[config.mk]
export PLATFORM = sky130hd
export DESIGN_NAME = scanline_estimator
export DESIGN_NICKNAME = d
export VERILOG_FILES = /design/src/rtl/sle_pkg.sv /design/src/rtl/sle_divider.sv /design/src/rtl/sle_ctrl.sv /design/src/rtl/sle_datapath.sv /design/src/rtl/scanline_estimator.sv
export SDC_FILE = /design/constraint.sdc
export NUM_CORES = 1
export LEC_CHECK = 0
export BUFFER_PORTS_ARGS = -buffer_cell sky130_fd_sc_hd__buf_4
export CORE_MARGIN = 2
export CORE_UTILIZATION = 63
export DETAILED_ROUTE_END_ITERATION = 10
export GPL_ROUTABILITY_DRIVEN = 0
export HOLD_SLACK_MARGIN = 0.15
export PLACE_DENSITY = 0.84
export SYNTH_ARGS = -nofsm -noshare
export SYNTH_HDL_FRONTEND = slang
export SYNTH_SLANG_ARGS = --single-unit
[constraint.sdc]
create_clock -name clk -period 66.2 [get_ports clk]
set_clock_uncertainty 0.15 [all_clocks]
set_input_delay 9.93 -clock clk [delete_from_list [all_inputs] [get_ports clk]]
set_output_delay 9.93 -clock clk [all_outputs]
set_load 0.02 [all_outputs]
[src/rtl/sle_pkg.sv]
package sle_pkg;

  // Strobes from control to datapath for one query
  typedef struct packed {
    logic load;          // capture a new result
    logic pickActive;    // use the FIFO-corrected compositor line
    logic pickIrqBlank;  // use minus the blanking height
    logic pickZero;      // use zero
    logic markAccurate;  // accuracy flag for this result
    logic markBlank;     // in-vblank flag for this result
    logic addHalf;       // add half a line to the horizontal offset
  } sleStrobes_t;

endpackage

[src/rtl/sle_divider.sv]
// Unrolled restoring divider: one compare/subtract stage per quotient bit.
// A zero denominator yields an all-ones quotient.
module sle_divider #(
  parameter int NUM_W = 17,
  parameter int DEN_W = 12
) (
  input  logic [NUM_W-1:0] numer,
  input  logic [DEN_W-1:0] denom,
  output logic [NUM_W-1:0] quot
);

  logic [NUM_W-1:0][DEN_W-1:0] remChain;

  assign remChain[0] = '0;

  for (genvar s = 0; s < NUM_W; s++) begin : g_stage
    localparam int BIT = NUM_W - 1 - s;
    logic [DEN_W:0]   trial;
    logic             take;
    logic [DEN_W-1:0] diff;

    assign trial     = {remChain[s], numer[BIT]};
    assign take      = trial >= {1'b0, denom};
    assign diff      = trial[DEN_W-1:0] - denom;
    assign quot[BIT] = take;

    if (s < NUM_W - 1) begin : g_next
      assign remChain[s+1] = take ? diff : trial[DEN_W-1:0];
    end
  end

endmodule

[src/rtl/sle_ctrl.sv]
// Decides which position source and which flags apply to a query.
module sle_ctrl
  import sle_pkg::*;
#(
  parameter int FRAME_W = 8
) (
  input  logic               clk,
  input  logic               rst_n,
  input  logic               reqStrobe,
  input  logic               aboveDepth,
  input  logic               fromVblankIrq,
  input  logic               fifoFull,
  input  logic               interlaced,
  input  logic [FRAME_W-1:0] frameCount,
  output sleStrobes_t        strb
);

  logic frameOdd;

  always_comb begin
    frameOdd          = (frameCount % 2) != 0;
    strb.load         = reqStrobe;
    strb.pickActive   = aboveDepth;
    strb.pickIrqBlank = !aboveDepth && fromVblankIrq;
    strb.pickZero     = !aboveDepth && !fromVblankIrq;
    strb.markAccurate = aboveDepth || (fromVblankIrq && !fifoFull);
    strb.markBlank    = !aboveDepth;
    strb.addHalf      = interlaced && frameOdd;
  end

  // exactly one position source per query
  assert_one_source_R5: assert property (@(posedge clk) disable iff (!rst_n)
    strb.load |-> $onehot({strb.pickActive, strb.pickIrqBlank, strb.pickZero}));

  // a non-interrupt vblank result is never accurate
  assert_zero_not_accurate_R7: assert property (@(posedge clk) disable iff (!rst_n)
    strb.load && strb.pickZero |-> !strb.markAccurate);

endmodule

[src/rtl/sle_datapath.sv]
// Buffer size, depth in lines, position arithmetic and result registers.
module sle_datapath
  import sle_pkg::*;
#(
  parameter int LINE_W = 12,
  parameter int PIX_W  = 16
) (
  input  logic              clk,
  input  logic              rst_n,
  input  sleStrobes_t       strb,
  input  logic [PIX_W-1:0]  bufTop,
  input  logic [PIX_W-1:0]  bufBase,
  input  logic [LINE_W-1:0] activeWidth,
  input  logic [LINE_W-1:0] prodLine,
  input  logic [LINE_W-1:0] vTotal,
  input  logic [LINE_W-1:0] vActive,
  input  logic [LINE_W-1:0] hTotal,
  output logic              aboveDepth,
  output logic              doneStrobe,
  output logic [LINE_W:0]   vPos,
  output logic [LINE_W-1:0] hPos,
  output logic              posValid,
  output logic              posAccurate,
  output logic              inVblank
);

  localparam int SIZE_W = PIX_W + 1;
  localparam int POS_W  = LINE_W + 1;

  logic [PIX_W-1:0]  topAligned, baseAligned;
  logic [SIZE_W-1:0] bufSize;
  logic [SIZE_W-1:0] depthLines;
  logic [SIZE_W-1:0] lineWide;
  logic [POS_W-1:0]  activePos, blankPos, nextPos;
  logic [LINE_W-1:0] nextH;

  always_comb begin
    topAligned  = bufTop & ~PIX_W'(3);
    baseAligned = bufBase & ~PIX_W'(3);
    bufSize     = {1'b0, topAligned} - {1'b0, baseAligned} + SIZE_W'(4);
  end

  sle_divider #(
    .NUM_W (SIZE_W),
    .DEN_W (LINE_W)
  ) u_div (
    .numer (bufSize),
    .denom (activeWidth),
    .quot  (depthLines)
  );

  always_comb begin
    lineWide   = SIZE_W'(prodLine);
    aboveDepth = lineWide > depthLines;
    activePos  = POS_W'(prodLine) - POS_W'(depthLines[LINE_W-1:0]) - POS_W'(1);
    blankPos   = POS_W'(vActive) - POS_W'(vTotal);
    if (strb.pickActive)        nextPos = activePos;
    else if (strb.pickIrqBlank) nextPos = blankPos;
    else                        nextPos = '0;
    nextH = strb.addHalf ? (hTotal >> 1) : '0;
  end

  always_ff @(posedge clk) begin
    if (!rst_n) begin
      doneStrobe  <= 1'b0;
      vPos        <= '0;
      hPos        <= '0;
      posValid    <= 1'b0;
      posAccurate <= 1'b0;
      inVblank    <= 1'b0;
    end else begin
      doneStrobe <= strb.load;
      if (strb.load) begin
        vPos        <= nextPos;
        hPos        <= nextH;
        posValid    <= 1'b1;
        posAccurate <= strb.markAccurate;
        inVblank    <= strb.markBlank;
      end
    end
  end

  // results hold between queries
  assert_hold_R1: assert property (@(posedge clk) disable iff (!rst_n)
    !strb.load |=> $stable({vPos, hPos, posValid, posAccurate, inVblank}));

  // every captured result is valid
  assert_valid_R9: assert property (@(posedge clk) disable iff (!rst_n)
    strb.load |=> posValid && doneStrobe);

  // an active-region result is accurate and non-negative
  assert_active_sign_R4: assert property (@(posedge clk) disable iff (!rst_n)
    posValid && !inVblank |-> posAccurate && !vPos[POS_W-1]);

  // a vblank result is never positive
  assert_blank_sign_R6: assert property (@(posedge clk) disable iff (!rst_n)
    posValid && inVblank |-> vPos[POS_W-1] || (vPos == '0));

  // no field offset unless requested
  assert_hpos_R8: assert property (@(posedge clk) disable iff (!rst_n)
    strb.load && !strb.addHalf |=> hPos == '0);

endmodule

[src/rtl/scanline_estimator.sv]
module scanline_estimator
  import sle_pkg::*;
#(
  parameter int LINE_W  = 12,
  parameter int PIX_W   = 16,
  parameter int FRAME_W = 8
) (
  input  logic               clk,
  input  logic               rst_n,
  input  logic               reqStrobe,
  input  logic [LINE_W-1:0]  prodLine,
  input  logic [FRAME_W-1:0] frameCount,
  input  logic               fifoFull,
  input  logic [PIX_W-1:0]   bufTop,
  input  logic [PIX_W-1:0]   bufBase,
  input  logic [LINE_W-1:0]  activeWidth,
  input  logic [LINE_W-1:0]  vTotal,
  input  logic [LINE_W-1:0]  vActive,
  input  logic [LINE_W-1:0]  hTotal,
  input  logic               interlaced,
  input  logic               fromVblankIrq,
  output logic               doneStrobe,
  output logic [LINE_W:0]    vPos,
  output logic [LINE_W-1:0]  hPos,
  output logic               posValid,
  output logic               posAccurate,
  output logic               inVblank
);

  sleStrobes_t strb;
  logic        aboveDepth;

  sle_ctrl #(
    .FRAME_W (FRAME_W)
  ) u_ctrl (
    .clk           (clk),
    .rst_n         (rst_n),
    .reqStrobe     (reqStrobe),
    .aboveDepth    (aboveDepth),
    .fromVblankIrq (fromVblankIrq),
    .fifoFull      (fifoFull),
    .interlaced    (interlaced),
    .frameCount    (frameCount),
    .strb          (strb)
  );

  sle_datapath #(
    .LINE_W (LINE_W),
    .PIX_W  (PIX_W)
  ) u_dp (
    .clk         (clk),
    .rst_n       (rst_n),
    .strb        (strb),
    .bufTop      (bufTop),
    .bufBase     (bufBase),
    .activeWidth (activeWidth),
    .prodLine    (prodLine),
    .vTotal      (vTotal),
    .vActive     (vActive),
    .hTotal      (hTotal),
    .aboveDepth  (aboveDepth),
    .doneStrobe  (doneStrobe),
    .vPos        (vPos),
    .hPos        (hPos),
    .posValid    (posValid),
    .posAccurate (posAccurate),
    .inVblank    (inVblank)
  );

endmodule

==> metrics.md <==
| Metric | Value |
|---|---|
| Number of filler cells placed in the layout | `1705` |
| Worst-case hold slack | `between 0.3 and 0.4 ns` |
| Ant diodes | `0` |
| Mean instance size in the synthesized netlist | `around 7.5 um2` |
| Largest net degree at the start of global routing | `44` |
| Path type of the worst setup path | `input port to flop` |
| Total routed wirelength | `40800 um` |
| Cts bufs inserted | `3` |
| Crit path max-delay cell type | `or4_4` |
| Syn_nets | `2204` |
| Leading area contributor after synthesis | `ha_1` |
| Worst-case reg-to-reg path depth | `3` |
| Area of the core region | `21200 um2` |
| Final net count | `2313` |
| Most common library cell in the layout ignoring fill and taps | `ha_1` |
| Maximum level of the CTS H-tree | `1` |
| Register area share after synthesis | `4.10%` |
| Number of warnings issued by yosys | `0` |
| Cell type with the highest occurrence count on the critical path | `a21o_1` |
| Worst rel slew slack | `26.6%` |
| Highest cell delay on the worst timing path | `0.61 ns` |
| Register clock-pin slew on the reported worst setup and hold paths | `approximately 0.060 ns` |
| Number of max-cap violations | `0` |
| Hold WC Path Type | `flop to flop` |
| Count of routing violations after the opening detailed-route iteration | `1096` |
| Area of the die | `22900 um2` |
| Buffer levels on the longest clock path | `2` |
| Height of the die | `about 150 um` |
| Number of global-route vias before repair | `13551` |
| DR vias | `14343` |
| DRC violation count after routing | `0` |
| Ys flop type | `dfxtp_1` |
| TritonCTS clock tree | `done` |
| Placed instance count | `2211` |
| Cell Area, Synth | `13700 um2` |
| Post-synth ARST share | `0%` |
| Transition time of the tightest slew-check pin | `1.09 ns` |
| Required time worst endpoint | `66.22 ns` |
| Number of antenna violations at the first check in global routing | `0` |
| Capturing point of the worst reg2reg path | `u_dp.hPos[0]$_SDFFE_PN0P_` |
| Final global-route overflow total | `0` |
| Starting density of the core | `64.7%` |
| Number of optimization iterations in the first detailed-route pass | `6` |
| Time the worst path needs with I/O delays and setup | `62.86 ns` |
| Antenna Nets Post-Route | `0` |
| Post-synth top area share | `about 22%` |
| Startpoint of the worst setup timing path | `bufTop[6]` |
| Input/output buffers | `121` |
| Final Setup Violations | `0` |
| Mean number of vias per cell | `6.47` |
| Die width | `151 um` |
| Clock latency on the worst-skew pair | `between 0.2 and 0.3 ns` |
| Overall global routing resource usage | `34.2%` |
| Number of register bits inferred by synthesis | `28` |
| CTS root buffer | `clkbuf_16` |
| Timing endpoint of the critical path | `u_dp.vPos[11]$_SDFFE_PN0P_` |
| Area delta synth->final | `10.9%` |
| Distinct cells, synth | `between 80 and 90` |
| Global-route wire length before repair | `63800 um` |
| Highest fanout seen on the critical path | `21` |
| Most frequent cells in the layout | `ha_1, nor2_1, buf_4` |
| I/O pin count | `135` |
| Result of the run | `finished, final reports clean` |
| Data arrival, critical path | `between 60 and 70 ns` |
| Cell Count, Final, Fillers Out | `between 2000 and 2500` |
| R2r startpoint | `u_dp.hPos[0]$_SDFFE_PN0P_` |
| DP Wirelength | `~32000 um` |
| Setup crit end kind | `flop` |
| Number of sinks handled by clock tree synthesis | `28` |
| Routed len/inst | `18.4 um` |
| Mapped Cells | `1835` |
| Top achievable clock speed | `about 16 MHz` |
| Number of enable-type register cells in the synthesized netlist | `0` |
| Setup crit start kind | `input port` |
| Largest cells by area after synthesis | `ha_1, mux2_2, xnor2_1` |
| Cell Rows | `53` |
| Tcrit/Tclk final | `95.0%` |
| Final count of hold timing violations | `0` |
| Max-slew violation count | `0` |
| Number of hold-repair buffers added at the cts stage | `0` |
| Share of final-layout standard cells stronger than drive strength 1 | `14.5%` |
| Register-to-register path setup slack | `~65 ns` |
[stage by stage]
stage / cell area, um2 / TNS [ns] / worst slack [ns] / util, %
5_1_grt: 15200 / -0.0153 / -0.0153 / 71.7
3_5_place_dp: 14900 / 0 / 1.61 / 70.4
2_1_floorplan: 13700 / 0 / 8.36 / -
4_1_cts: 15000 / 0 / 1.64 / 70.9
3_3_place_gp: 14900 / 0 / 3.01 / 70.4
6_report: 15200 / 0 / 3.34 / 71.7
[cells by family (layout without fill, tap and decap cells)]
kind of cell,Yosys count,count (layout),share of synthesized area (%)
simple gates,564,564,20.3
compound gates,551,551,27.1
fa+ha+maj,263,263,25.0
buf+inv,175,283,5.29
xor+xnor,143,143,9.25
mux,110,110,8.87
flops,28,28,4.10
other cells,1,1,0.0274
[critical path: cells and delay by family]
family	cells	cell delay (ns)
compound gates	151	30.35
fa+ha+maj	20	5.44
simple gates	61	9.50
xor+xnor	1	0.19
buf+inv	26	3.34
mux	11	4.02
[registers in the layout, indices dropped and copies added, names as in the netlist]
signal            flops
u_dp.hPos            11
u_dp.doneStrobe       1
u_dp.posAccurate      1
u_dp.vPos            13
u_dp.inVblank         1
u_dp.posValid         1
[cell usage after synthesis, drive strengths merged (20+ instances only)]
cell type / count
inv: 130
nand3: 23
o21bai: 28
nor2b: 65
ha: 245
o21a: 20
a21o: 90
a21oi: 133
clkbuf: 27
nor2: 152
xnor2: 83
mux2: 78
nor3: 25
o21ai: 108
nand2b: 47
mux2i: 32
nand2: 144
dfxtp: 28
nand4: 37
xor2: 59
a21boi: 24
[layer usage]
| layer | up-vias | track usage [%] | part of all wire [%] |
|---|---|---|---|
| met5 | - | 0 | 0 |
| met4 | 0 | 14.5 | 4.5 |
| met3 | 133 | 2.89 | 8.2 |
| met2 | 631 | 57.3 | 45 |
| met1 | 6660 | 45.0 | 42 |
| li1 | 6919 | - | - |
[worst min-delay path by stage]
stage / depth (start not counted) / start / slack, ns / end
3_5_place_dp: 2 / u_dp.posValid$_SDFFE_PN0P_ / 0.31 / u_dp.posValid$_SDFFE_PN0P_
5_1_grt: 2 / u_dp.posValid$_SDFFE_PN0P_ / 0.36 / u_dp.posValid$_SDFFE_PN0P_
6_report: 2 / u_dp.posValid$_SDFFE_PN0P_ / 0.34 / u_dp.posValid$_SDFFE_PN0P_
3_3_place_gp: 2 / u_dp.posValid$_SDFFE_PN0P_ / 0.30 / u_dp.posValid$_SDFFE_PN0P_
4_1_cts: 2 / u_dp.posValid$_SDFFE_PN0P_ / 0.34 / u_dp.posValid$_SDFFE_PN0P_
2_1_floorplan: 2 / u_dp.posValid$_SDFFE_PN0P_ / 0.39 / u_dp.posValid$_SDFFE_PN0P_
[final cells by class]
class	count	area [um2]	area share, %
Clock inverter	1	30.0	0.198
Timing Repair Buffer	148	1110	7.32
Clock buffer	3	75.1	0.495
Sequential cell	28	561	3.69
Multi-Input combinational cell	1632	12600	82.8
Tap cell	275	344	2.27
Inverter	131	497	3.27
[timing repair]
action                     4_1_cts  5_1_grt
setup endpoints to repair        0       15
gates resized for setup          0       42
buffers inserted                 0        3
Power is left out: the tool's default activity adds up to more than one toggle a clock period on the data nets, which glitch-free logic cannot reach.
